## src/rtl/ata_tf_pkg.sv

```systemverilog
package ata_tf_pkg;
  localparam int DW = 8;
  localparam int AW = 3;
  // command-block addresses
  localparam logic [AW-1:0] A_ERROR  = 3'd1;
  localparam logic [AW-1:0] A_SECNUM = 3'd3;
  localparam logic [AW-1:0] A_CYLLO  = 3'd4;
  localparam logic [AW-1:0] A_CYLHI  = 3'd5;
  localparam logic [AW-1:0] A_DEVHD  = 3'd6;
  localparam logic [AW-1:0] A_CMDST  = 3'd7;
  // control-block address
  localparam logic [AW-1:0] A_CTLALT = 3'd6;
  // bit positions
  localparam int ST_DRDY  = 6;
  localparam int ST_DSC   = 4;
  localparam int ST_ERR   = 0;
  localparam int DH_DEV   = 4;
  localparam int DC_NIEN  = 1;
  // codes
  localparam logic [DW-1:0] CODE_DIAG   = 8'h90;
  localparam logic [DW-1:0] ERRV_ABORT  = 8'h04;
  localparam logic [DW-1:0] ERRV_RESET  = 8'h01;
endpackage

```

## src/rtl/tf_regs.sv

```systemverilog
module tf_regs
  import ata_tf_pkg::*;
#(
  parameter int W = DW
) (
  input  logic           clk,
  input  logic           rst,
  input  logic           wr_sn,
  input  logic           wr_cl,
  input  logic           wr_ch,
  input  logic           wr_dh,
  input  logic           wr_dc,
  input  logic [W-1:0]   wdata,
  input  logic           ld_i,
  input  logic [4*W-5:0] ld_addr,
  input  logic           dev_num,
  output logic [W-1:0]   sn_o,
  output logic [W-1:0]   cl_o,
  output logic [W-1:0]   ch_o,
  output logic [W-1:0]   dh_o,
  output logic           dev_sel_o,
  output logic           nien_o
);
  localparam int HB = 4;  // head field width inside device/head
  logic [W-1:0] sn_q, cl_q, ch_q, dh_q, dc_q;

  always_ff @(posedge clk) begin
    if (rst) begin
      sn_q <= '0;
      cl_q <= '0;
      ch_q <= '0;
      dh_q <= '0;
      dc_q <= '0;
    end else begin
      // host writes take priority over sequencer loads
      if (wr_sn) sn_q <= wdata;
      else if (ld_i) sn_q <= ld_addr[W-1:0];
      if (wr_cl) cl_q <= wdata;
      else if (ld_i) cl_q <= ld_addr[2*W-1:W];
      if (wr_ch) ch_q <= wdata;
      else if (ld_i) ch_q <= ld_addr[3*W-1:2*W];
      if (wr_dh) dh_q <= wdata;
      else if (ld_i) dh_q[HB-1:0] <= ld_addr[3*W+HB-1:3*W];
      if (wr_dc) dc_q <= wdata;
    end
  end

  assign sn_o      = sn_q;
  assign cl_o      = cl_q;
  assign ch_o      = ch_q;
  assign dh_o      = dh_q;
  assign dev_sel_o = (dh_q[DH_DEV] == dev_num);
  assign nien_o    = dc_q[DC_NIEN];

  // sequencer load never disturbs the upper device/head bits
  assert_seq_keeps_upper_R10: assert property (@(posedge clk) disable iff (rst)
    (ld_i && !wr_dh) |=> (dh_q[W-1:HB] == $past(dh_q[W-1:HB])));
endmodule

```

## src/rtl/tf_irq.sv

```systemverilog
module tf_irq (
  input  logic clk,
  input  logic rst,
  input  logic set_i,
  input  logic clr_cmd_i,
  input  logic clr_rd_i,
  input  logic sel_i,
  input  logic nien_i,
  output logic intrq_o
);
  logic pend_q;

  always_ff @(posedge clk) begin
    if (rst)            pend_q <= 1'b0;
    else if (clr_cmd_i) pend_q <= 1'b0;   // command acceptance wins
    else if (set_i)     pend_q <= 1'b1;   // set beats a status read
    else if (clr_rd_i)  pend_q <= 1'b0;
  end

  assign intrq_o = pend_q & sel_i & ~nien_i;

  assert_masked_keeps_flag_R2: assert property (@(posedge clk) disable iff (rst)
    (pend_q && !clr_cmd_i && !clr_rd_i) |=> pend_q);
endmodule

```

## src/rtl/tf_cmd.sv

```systemverilog
module tf_cmd
  import ata_tf_pkg::*;
#(
  parameter int W = DW
) (
  input  logic         clk,
  input  logic         rst,
  input  logic         cmd_wr,
  input  logic [W-1:0] wdata,
  input  logic         dev_sel,
  input  logic         stat_rd,
  input  logic         dev_ready,
  input  logic         eng_ack,
  input  logic         eng_unsup,
  input  logic         eng_dmarq,
  output logic         accept_o,
  output logic         abort_o,
  output logic         cmd_start_o,
  output logic [W-1:0] cmd_code_o,
  output logic [W-1:0] status_o,
  output logic [W-1:0] status_rd_o,
  output logic [W-1:0] error_o,
  output logic         dmarq_o
);
  logic         drdy_q, err_q, start_q, dmarq_q;
  logic [W-1:0] errreg_q, code_q;

  assign accept_o = cmd_wr & (dev_sel | (wdata == CODE_DIAG));
  assign abort_o  = eng_ack & eng_unsup;

  always_ff @(posedge clk) begin
    if (rst) begin
      drdy_q   <= dev_ready;
      err_q    <= 1'b0;
      start_q  <= 1'b0;
      dmarq_q  <= 1'b0;
      errreg_q <= ERRV_RESET;
      code_q   <= '0;
    end else begin
      start_q <= accept_o;
      if (cmd_wr) code_q <= wdata;
      if (stat_rd && dev_ready) drdy_q <= 1'b1;
      if (accept_o)     err_q <= 1'b0;
      else if (abort_o) err_q <= 1'b1;
      if (abort_o && !accept_o) errreg_q <= ERRV_ABORT;
      if (accept_o)       dmarq_q <= 1'b0;
      else if (eng_dmarq) dmarq_q <= 1'b1;
    end
  end

  always_comb begin
    status_o          = '0;
    status_o[ST_DSC]  = 1'b1;
    status_o[ST_DRDY] = drdy_q;
    status_o[ST_ERR]  = err_q;
    status_rd_o       = status_o;
    if (dev_ready) status_rd_o[ST_DRDY] = 1'b1;
  end

  assign cmd_start_o = start_q;
  assign cmd_code_o  = code_q;
  assign error_o     = errreg_q;
  assign dmarq_o     = dmarq_q;

  assert_abort_reports_R5: assert property (@(posedge clk) disable iff (rst)
    (eng_ack && eng_unsup && !cmd_wr) |=> (status_o[ST_ERR] && error_o == ERRV_ABORT));
  assert_drdy_sticky_R8: assert property (@(posedge clk) disable iff (rst)
    (stat_rd && dev_ready) |=> status_o[ST_DRDY]);
endmodule

```

## src/rtl/ata_taskfile_irq.sv

```systemverilog
module ata_taskfile_irq
  import ata_tf_pkg::*;
#(
  parameter int W = DW,
  parameter int A = AW
) (
  input  logic           clk,
  input  logic           rst,
  input  logic           dev_num,
  input  logic           dev_ready,
  input  logic           host_cs_cmd,
  input  logic           host_cs_ctl,
  input  logic [A-1:0]   host_addr,
  input  logic           host_wr,
  input  logic           host_rd,
  input  logic [W-1:0]   host_wdata,
  output logic [W-1:0]   host_rdata,
  output logic           intrq,
  output logic           dmarq,
  output logic           cmd_start,
  output logic [W-1:0]   cmd_code,
  input  logic           eng_ack,
  input  logic           eng_unsup,
  input  logic           eng_irq,
  input  logic           eng_dmarq,
  input  logic           eng_addr_ld,
  input  logic [4*W-5:0] eng_addr
);
  logic cw, cr, kw, kr;
  assign cw = host_wr & host_cs_cmd & ~host_cs_ctl;
  assign cr = host_rd & host_cs_cmd & ~host_cs_ctl;
  assign kw = host_wr & host_cs_ctl & ~host_cs_cmd;
  assign kr = host_rd & host_cs_ctl & ~host_cs_cmd;

  logic [W-1:0] sn, cl, ch, dh, st, st_rd, errv;
  logic sel, nien, accept, abort, stat_rd;

  assign stat_rd = cr && (host_addr == A_CMDST);

  tf_regs #(.W(W)) regs_i (
    .clk(clk), .rst(rst),
    .wr_sn(cw && host_addr == A_SECNUM),
    .wr_cl(cw && host_addr == A_CYLLO),
    .wr_ch(cw && host_addr == A_CYLHI),
    .wr_dh(cw && host_addr == A_DEVHD),
    .wr_dc(kw && host_addr == A_CTLALT),
    .wdata(host_wdata), .ld_i(eng_addr_ld), .ld_addr(eng_addr),
    .dev_num(dev_num),
    .sn_o(sn), .cl_o(cl), .ch_o(ch), .dh_o(dh),
    .dev_sel_o(sel), .nien_o(nien)
  );

  tf_cmd #(.W(W)) cmd_i (
    .clk(clk), .rst(rst),
    .cmd_wr(cw && host_addr == A_CMDST), .wdata(host_wdata),
    .dev_sel(sel), .stat_rd(stat_rd), .dev_ready(dev_ready),
    .eng_ack(eng_ack), .eng_unsup(eng_unsup), .eng_dmarq(eng_dmarq),
    .accept_o(accept), .abort_o(abort),
    .cmd_start_o(cmd_start), .cmd_code_o(cmd_code),
    .status_o(st), .status_rd_o(st_rd), .error_o(errv), .dmarq_o(dmarq)
  );

  tf_irq irq_i (
    .clk(clk), .rst(rst),
    .set_i(eng_irq | abort),
    .clr_cmd_i(accept),
    .clr_rd_i(stat_rd),
    .sel_i(sel), .nien_i(nien),
    .intrq_o(intrq)
  );

  always_ff @(posedge clk) begin
    if (rst) begin
      host_rdata <= '0;
    end else if (cr) begin
      unique case (host_addr)
        A_ERROR:  host_rdata <= errv;
        A_SECNUM: host_rdata <= sn;
        A_CYLLO:  host_rdata <= cl;
        A_CYLHI:  host_rdata <= ch;
        A_DEVHD:  host_rdata <= dh;
        A_CMDST:  host_rdata <= st_rd;
        default:  host_rdata <= '0;
      endcase
    end else if (kr) begin
      host_rdata <= (host_addr == A_CTLALT) ? st : '0;
    end
  end

  assert_accept_clears_R4: assert property (@(posedge clk) disable iff (rst)
    cmd_start |-> (!intrq && !dmarq && !st[ST_ERR]));
  assert_accept_rule_R3: assert property (@(posedge clk) disable iff (rst)
    cmd_start |-> $past(cw && host_addr == A_CMDST && (sel || host_wdata == CODE_DIAG)));
  assert_nien_masks_R2: assert property (@(posedge clk) disable iff (rst)
    (kw && host_addr == A_CTLALT && host_wdata[DC_NIEN]) |=> !intrq);
  assert_status_read_clears_R7: assert property (@(posedge clk) disable iff (rst)
    (stat_rd && !eng_irq && !abort) |=> !intrq);
endmodule

```

## config.mk

```make
export PLATFORM = sky130hd
export DESIGN_NAME = ata_taskfile_irq
export DESIGN_NICKNAME = d
export VERILOG_FILES = /design/src/rtl/ata_tf_pkg.sv /design/src/rtl/tf_regs.sv /design/src/rtl/tf_irq.sv /design/src/rtl/tf_cmd.sv /design/src/rtl/ata_taskfile_irq.sv
export SDC_FILE = /design/constraint.sdc
export NUM_CORES = 1
export LEC_CHECK = 0
export BUFFER_PORTS_ARGS = -buffer_cell sky130_fd_sc_hd__buf_2
export CAP_MARGIN = 10
export CORE_MARGIN = 5
export CORE_UTILIZATION = 56
export DETAILED_ROUTE_END_ITERATION = 8
export PLACE_DENSITY = 0.89
export SLEW_MARGIN = 20
export SYNTH_ARGS = -nofsm -noshare
export SYNTH_HDL_FRONTEND = slang
export SYNTH_SLANG_ARGS = --single-unit
```

## constraint.sdc

```tcl
create_clock -name clk -period 3.1 [get_ports clk]
set_input_delay 0.31 -clock clk [delete_from_list [all_inputs] [get_ports clk]]
set_output_delay 0.31 -clock clk [all_outputs]
set_load 0.02 [all_outputs]
```

---- Word-level counts from Yosys, hierarchy flattened ----
Index checks and enable logic that the tools add are counted.
cells by class
  reductions and logical operators ........ 18
  add/sub/neg operators ................... 0
  shift operators ......................... 0
  $lt $le $gt $ge ......................... 0
  div/mod/pow operators ................... 0
  $mul .................................... 0
  bitwise logic cells ..................... 17
  muxes and demuxes ....................... 17
  eq/ne operators ......................... 8
operator list
  operator            number
  $mux 8              8
  $pmux 8 s6          1
  $reduce_bool 2->1   7
  $and 1x1->1         12
  $eq 3x3->1 const B  4
  $logic_and 1x1->1   9
  $eq 8x8->1 const B  1
  $mux 4              2
  $mux 7              1
  $mux 1              5
  $eq 3x1->1 const B  1
  $eq 3x2->1 const B  1
  $not 1->1           3
  $or 1x1->1          2
  $reduce_or 2->1     1
  $eq 1x1->1          1
  $logic_not 1->1     1
storage, ports and cells
  bits in registers ....................... 57
  bits in read-only memories .............. 0
  bits in latches ......................... 0
  logic and storage cells ................. 74
  memory bits (writable) .................. 0
  output and inout bits ................... 19
  memories kept ........................... 0

---- Longest topological paths before layout ----
Gate-level depths: netlist of the first run.
  depth after elaboration ................. 6
  depth in mapped cells ................... 6
  depth with buffers taken out ............ 4

---- Cells and area by module ----
Synthesis of the first run repeated with hierarchy kept, for this count alone.
unflattened totals
  cells, all modules ...................... 336
  area total of the unflattened synthesis .. 3241.9 sq um
modules (own cells, without submodules)
  module            cells each  area each (sq um)  instances
  tf_regs           140         1490.2             1
  ata_taskfile_irq  113         958.4              1
  tf_cmd            77          740.7              1
  tf_irq            6           52.6               1

---- Least setup slack after synthesis of the first run ----
OpenSTA, ideal clock, no wires.
  path type ............................... input -> register
  from .................................... in host_wdata[1]
  to ...................................... reg cmd_i.errreg_q[2], in the netlist cmd_i.error_o[2]
  cell stages on the path ................. 4
  library setup time ...................... 0.117 ns
  required time ........................... 2.983 ns
  arrival time ............................ 1.338 ns
  setup slack ............................. 1.644 ns
  cell sequence ........................... or4b_1 -> o21ai_2 -> a21oi_2 -> a32o_1
on the way
  word-level cells in the longest chain between the ends .. 5
ends and longest elaborated chain
  element                 line                    source
  start: declaration      ata_taskfile_irq.sv:16  input logic [W-1:0] host_wdata,
  $eq 8x8->1              tf_cmd.sv:28            assign accept_o = cmd_wr & (dev_sel | (wdata == CODE_DIAG));
  $or 1x1->1              tf_cmd.sv:28
  $and 1x1->1             tf_cmd.sv:28
  $logic_not 1->1         tf_cmd.sv:45            if (abort_o && !accept_o) errreg_q <= ERRV_ABORT;
  $logic_and 1x1->1       tf_cmd.sv:45
  end signal: assignment  tf_cmd.sv:37            errreg_q <= ERRV_RESET;
  end signal: assignment  tf_cmd.sv:45
  end: declaration        tf_cmd.sv:26            logic [W-1:0] errreg_q, code_q;
No other way between the ends.
A chain may end at the register's enable or synchronous reset.

---- Final worst setup path of the first run ----
  from .................................... in host_addr[2]
  to ...................................... reg cmd_i.errreg_q[2], in the netlist cmd_i.error_o[2]
on the way
  word-level cells in the longest chain between the ends .. 5
ends and longest elaborated chain
  element             line                    source
  start: declaration  ata_taskfile_irq.sv:13  input logic [A-1:0] host_addr,
  $eq 3x3->1          ata_taskfile_irq.sv:55  .cmd_wr(cw && host_addr == A_CMDST), .wdata(host_wdata),
  $logic_and 1x1->1   ata_taskfile_irq.sv:55
  $and 1x1->1         tf_cmd.sv:28
  $logic_not 1->1     tf_cmd.sv:45
  $logic_and 1x1->1   tf_cmd.sv:45
No other way between the ends.

==> results of run 1 <==
==> routing by layer <==
layer / wire [um] / global-route usage [%] / up-vias
met2: 3320 / 37.4 / 96
met3: 457 / 4.47 / 11
li1: - / - / 1140
met4: 80 / 6.29 / 0
met1: 2970 / 29.6 / 1130
met5: 0 / 0 / -
==> sequential cells by signal (all words and copies together), names as in the netlist <==
signal / cells
cmd_i.error_o: 2
regs_i.ch_o: 8
irq_i.pend_q: 1
cmd_i.cmd_code_o: 8
regs_i.dh_o: 8
cmd_i.drdy_q: 1
cmd_i.err_q: 1
regs_i.dc_q: 1
cmd_i.cmd_start_o: 1
host_rdata: 8
regs_i.cl_o: 8
regs_i.sn_o: 8
cmd_i.dmarq_o: 1
==> layout make-up <==
class	count	share of cell area, %
tap	54	2.20
timing repair buffer	71	11.7
sequential	56	36.9
clock buffer	8	3.26
inverter	6	0.734
multi-input combinational	195	45.3
==> synth_stat cells, types with 2 or more instances <==
library cell | count | area (um2)
dfxtp_1 | 55 | 1100
mux2i_1 | 49 | 490
nor2_1 | 42 | 158
a211oi_1 | 29 | 218
buf_2 | 12 | 60.1
nor2b_1 | 7 | 43.8
a21oi_1 | 6 | 30.0
inv_1 | 6 | 22.5
o22ai_1 | 6 | 37.5
a22o_1 | 5 | 43.8
nand3_1 | 5 | 25.0
a22oi_1 | 4 | 30.0
nand2_1 | 4 | 15.0
o21ai_0 | 4 | 20.0
a32oi_1 | 3 | 26.3
clkbuf_1 | 3 | 11.3
a221oi_1 | 2 | 17.5
nand2b_1 | 2 | 12.5
o31ai_1 | 2 | 15.0
or4b_1 | 2 | 20.0
xor2_1 | 2 | 17.5
==> layout by cell type, fill, tap and decap left out, types with 2 or more instances in the layout <==
cell type  instances
a211oi_1          29
or4b_1             2
a221oi_1           2
mux2i_1           49
nand3_1            5
nor2b_1            7
xor2_1             2
nor2_1            42
buf_2             70
nand2_1            4
clkbuf_8           7
o21ai_0            4
a32oi_1            3
a21oi_1            6
a22oi_1            4
dfxtp_1           55
o22ai_1            6
o31ai_1            2
a22o_1             5
nand2b_1           2
inv_1              6
==> report_power, final <==
| part | total [mW] | internal [mW] | leakage [nW] | switching (mW) |
|---|---|---|---|---|
| Sequential | 0.774 | 0.754 | 0.461 | 0.0195 |
| Combinational | 0.191 | 0.0830 | 0.882 | 0.108 |
| Clock | 0.430 | 0.204 | 0.0515 | 0.225 |
| Total | 1.39 | 1.04 | 1.39 | 0.353 |
==> critical path, cell delays in order <==
cell     delay (ps)
buf_2           230
and4b_1         320
and3_1          540
a21oi_2         160
a32o_1          290
==> kinds of logic after synthesis <==
logic type | count (synthesis)
AND/OR/NAND/NOR | 71
AO/OA/AOI/OAI | 73
flip-flops | 56
multiplexers | 49
buffers and inverters | 23
XOR/XNOR | 2
==> metrics by stage <==
| stage | setup slack [ps] | cells | area, um2 | power [mW] |
|---|---|---|---|---|
| 5_1_grt | 1370 | 390 | 3070 | 1.46 |
| 2_1_floorplan | 1640 | 274 | 2630 | 0.900 |
| 6_report | 1470 | 390 | 3070 | 1.39 |
| 4_1_cts | 1500 | 390 | 3070 | 1.40 |
| 3_3_place_gp | 1250 | 382 | 2970 | 0.972 |
| 3_5_place_dp | 1160 | 382 | 2970 | 0.978 |
==> worst paths after layout <==
kind                                from                       endpoint  cells after the start  slack [ps]
min reg2reg   host_rdata[2]$_SDFFE_PP0P_     host_rdata[2]$_SDFFE_PP0P_                      2         480
min                            eng_dmarq     cmd_i.dmarq_o$_SDFFE_PP0P_                      2         190
max reg2reg  regs_i.cl_o[4]$_SDFFE_PP0P_     host_rdata[4]$_SDFFE_PP0P_                      4        1850
max                         host_addr[2]  cmd_i.error_o[2]$_SDFFE_PP0P_                      5        1470
==> metrics.yaml, run 1 <==
ys_ff_latch: 56
final_nets: 387
yosysSeqAreaShare_pct: 43.0
clock_sinks: 56
maxCapViolations: 0
finalCritPeriodShare_pct: 52.6
core_um2: 4630
finish.utilization_pct: 66.3
synth-compound-area-share_pct: 20.6
synth_simple_gate_area_share_pct: 12.9
seq_area_um2: 1130
cts.clk_slew.worst_paths_ps: 100
antenna_found_initial: 0
netlist_instances: 274
worstSetupPathType: "primary input to register"
syn-num-nets: 326
hold_class: "primary input to register"
drc_errors: 0
cts_tree: "done"
drt_iter0_markers: 276
grt_max_degree: 42
antenna_left: 0
ir_worst_vdd_uv: 227
rsz0062_at_grt: "no"
start_util_pct: 56.8
tightest_slew_ps: 828
crit_fanout: 15
multi_input_area_um2: 1390
layout_min_cycle_time_ps: 1630
relSlewSlack_pct: 44.8
port_buffers: 70
dr_total_vias: 2377
max_freq_mhz: 614
wire_per_inst_um: 17.5
status: "complete, no violations"
syn_to_final_growth_pct: 16.7
die_area_um2: 6160
grt_use_total_pct: 22.5
ys_warn_count: 0
syn_area_per_cell_um2: 9.59
clock_skew_ps: 12.0
drive_gt1_share_pct: 24.1
place_congestion: 0.851
clk_path_buf_depth: 2
overflow: 0
cts_resized: 0
finalWirelength_um: 6830
grt_pass1_vias: 2273
dieHeight_um: 78.5
nFillCells: 373
power.leakage_nw: 1.39
async_reset_ff_share_pct: 0
first_pass_iters: 5
yosysUniqueCellTypes: 45
synth_ff_type: "dfxtp_1"
synthMuxAreaShare_pct: 18.7
vias_per_cell: 6.09
endpoint_kind: "register"
synth_top_family_by_area: "compound AO/OA/AOI/OAI gates"
cp.required_ps: 3310
fp.dieW_um: 78.5
rows: 25
cts_inserted_buffers: 5
synth_xor_xnor_area_share_pct: 0.666
synthAdderAreaFrac_pct: 0
synth_edf_count: 1
cts_hold_buf: 0
synth_area_um2: 2630
htree_num_levels: 2
power_density_nw_per_um2: 455
insertion_delay_ps: 310
hpwl_um: 4970
final.hold.worst_slack_ps: 193
clockRootBuffer: "clkbuf_8"
antenna_cells: 0
finalSetupViolations: 0
finalHoldViolCount: 0
cts_setup_buffers: 0
tns_ps: 0
grt_first_pass_wirelength_um: 11000
cp-start-kind: "primary input"
slew_violations: 0
ios: 71
crit_arrival_ps: 1840
(Power assumes the default switching activity.)
==> run 2: changes to the inputs <==
- CORE_UTILIZATION: 56 -> 47
- PLACE_DENSITY: 0.89 -> 0.81
- clock period: 3.1 -> 1.3 ns (I/O delays scaled with it)
==> run 2 against run 1 <==
  * Via count grew 5.0%
  * Non-clock buffer count is 37 higher
  * Final area grew 13%
  * Die area up 17%
  * Sequential power increased by 140%
  * Critical path type is now register to register
  * Highest routed layer unchanged
==> metrics.yaml, run 2 (synthesized netlist as in run 1, its figures left out) <==
status: "complete, no violations"  # unchanged
drive_gt1_share_pct: 33.0  # was 24.1%
max_freq_mhz: 784
finalHoldViolCount: 0  # unchanged
slowest_stage: "dfxtp_2"  # was and3_1
cp_top_family: "compound AO/OA/AOI/OAI gates"  # was simple AND/OR/NAND/NOR gates
rrSetupSlack_ps: 20  # was 1850 ps
maxCapViolations: 0  # unchanged
worst-path-buf-inv: 2  # was 1
hold_class: "primary input to register"  # unchanged
crit_arrival_ps: 1490  # was 1840 ps
cts.clk_slew.worst_paths_ps: 90  # was 100 ps
endpoint_kind: "register"  # unchanged
htree_num_levels: 2  # unchanged
grt_use_total_pct: 21.9  # was 22.5%
path_cells: "buf_4, a211oi_2, a2111oi_1, buf_4, o311a_1"  # was buf_2, and4b_1, and3_1, a21oi_2, a32o_1
antenna_cells: 0  # unchanged
worst_r2r_path_depth: 5  # was 4
wire_per_inst_um: 17.4  # was 17.5 um
drt_iter0_markers: 216  # was 276
relSlewSlack_pct: 71.0  # was 44.8%
finalWorstSetupSlack_ps: 24.1  # was 1470 ps
grt_pass1_vias: 2531  # was 2273
grt_first_pass_wirelength_um: 12600  # was 11000 um
seq_area_um2: 1130  # about the same
cp.depth: 5  # unchanged
syn_to_final_growth_pct: 31.4  # was 16.7%
rsz0062_at_grt: "yes"  # was no
drc_errors: 0  # unchanged
final.hold.worst_slack_ps: 13.8  # was 193 ps
antenna_found_initial: 0  # unchanged
place_congestion: 0.852  # was 0.851
finalSetupViolations: 0  # unchanged
antenna_left: 0  # unchanged
hpwl_um: 5780  # was 4970 um
final_nets: 424  # was 387
clock_sinks: 56  # unchanged
cts_tree: "done"  # unchanged
finalPower_mw: 3.39  # was 1.39 mW
regToRegEndpoint: "host_rdata[4]$_SDFFE_PP0P_"  # unchanged
layout_commonest_cell: "buf_2"  # unchanged
layout_min_cycle_time_ps: 1280
power_density_nw_per_um2: 982  # was 455 nW/um2
crit_fanout: 2  # was 15
place_area_um2: 3320  # was 2970 um2
clock_skew_ps: 1.72  # was 12.0 ps
cpMostUsedCell: "buf_4"
overflow: 0  # unchanged
nFillCells: 493  # was 373
worstSetupPathType: "register to register"  # was primary input to register
ir_worst_vdd_uv: 615  # was 227 uV
vias_per_cell: 5.61  # was 6.09
timing.rr.start: "regs_i.dh_o[4]$_SDFFE_PP0P_"  # was regs_i.cl_o[4]$_SDFFE_PP0P_
cp-start-kind: "register"  # was primary input
max_stage_delay_ps: 350  # was 540 ps
first_pass_iters: 4  # was 5
finalWirelength_um: 7730  # was 6830 um
port_buffers: 70  # unchanged
ios: 71  # unchanged
multi_input_area_um2: 1420  # was 1390 um2
stdcell_area_um2: 3450  # was 3070 um2
cp.required_ps: 1510  # was 3310 ps
dieHeight_um: 84.8  # was 78.5 um
final_cells: 445  # was 390
fp.dieW_um: 84.8  # was 78.5 um
slew_violations: 0  # unchanged
cts_hold_buf: 0  # unchanged
power.leakage_nw: 1.60  # was 1.39 nW
start_util_pct: 48.0  # was 56.8%
rows: 27  # was 25
clk_path_buf_depth: 2  # unchanged
post-place-ws_ps: -239  # was 1160 ps
grt_max_degree: 33  # was 42
finalCritPeriodShare_pct: 98.1
tightest_slew_ps: 434  # was 828 ps
insertion_delay_ps: 310  # about the same
core_um2: 5470  # was 4630 um2
critPathCapture: "host_rdata[4]$_SDFFE_PP0P_"  # was cmd_i.error_o[2]$_SDFFE_PP0P_
cts_inserted_buffers: 5  # unchanged
dr_total_vias: 2497  # was 2377
die_area_um2: 7190  # was 6160 um2
startpoint: "regs_i.dh_o[4]$_SDFFE_PP0P_"  # was host_addr[2]
numPlacedInstances: 435  # was 382
final_cell_mix: "buf_2 (69), dfxtp_1 (54), mux2i_1 (49)"  # was buf_2 (70), dfxtp_1 (55), mux2i_1 (49)
clockRootBuffer: "clkbuf_8"  # unchanged
==> run 2: cell types whose count changed in the layout (fill, tap and decap cells not counted), sizes merged <==
| cell | delta |
|---|---|
| clkbuf | -2 |
| buf | +37 |
| clkinv | +2 |
==> run 2: what timing repair did <==
action / in CTS / in global routing
endpoints found under the setup margin: 1 / 4
hold endpoints to repair: 0 / 0
resized for setup: 2 / 5
pin swaps: 2 / 2
setup buffers: 2 / 0
==> run 2: worst min path at each step <==
stage | startpoint | to | slack [ps] | cells past startpoint
after floorplan | eng_unsup | cmd_i.error_o[0]$_SDFFE_PP1P_ | 230 | 1
after global placement | eng_dmarq | cmd_i.dmarq_o$_SDFFE_PP0P_ | 330 | 2
after detailed placement | eng_dmarq | cmd_i.dmarq_o$_SDFFE_PP0P_ | 340 | 2
after CTS | eng_dmarq | cmd_i.dmarq_o$_SDFFE_PP0P_ | 10 | 2
after global routing | eng_dmarq | cmd_i.dmarq_o$_SDFFE_PP0P_ | 6 | 2
final | eng_dmarq | cmd_i.dmarq_o$_SDFFE_PP0P_ | 10 | 2
==> run 2: where the power goes <==
part | switching, mW | total, mW | internal [mW]
logic | 0.287 | 0.556 | 0.270
clock network | 0.564 | 0.991 | 0.427
registers | 0.0463 | 1.85 | 1.80
==> run 2: final cells by class <==
type	instances	area share, %
clock buffer	6	2.39
clock inverter	2	0.290
inverter	6	0.652
multi-input combinational	195	41.0
sequential	56	32.8
tap	72	2.61
timing repair buffer	108	20.3
==> run 2: worst register-to-register path, delay by kind of cell (launching register included) <==
| kind | cells | cell delay [ps] |
|---|---|---|
| DFF | 1 | 350 |
| buffers and inverters | 2 | 280 |
| AOI/OAI and AO/OA | 3 | 550 |
==> run 2: stage by stage <==
stage               TNS [ps]  util, %
floorplan                  0        -
global placement       -1390     60.6
detailed placement     -2310     60.6
CTS                    -6.33     62.7
global route           -41.1     63.1
finish                     0     63.1
==> run 2: metal layers <==
layer | up-vias | part of all wire, % | global-route usage [%] | routed length, um
li1 | 1214 | - | - | -
met1 | 1179 | 42 | 27.5 | 3210
met2 | 89 | 49 | 36.5 | 3800
met3 | 15 | 7.0 | 5.00 | 543
met4 | 0 | 2.2 | 8.20 | 172
met5 | - | 0 | 0 | 0
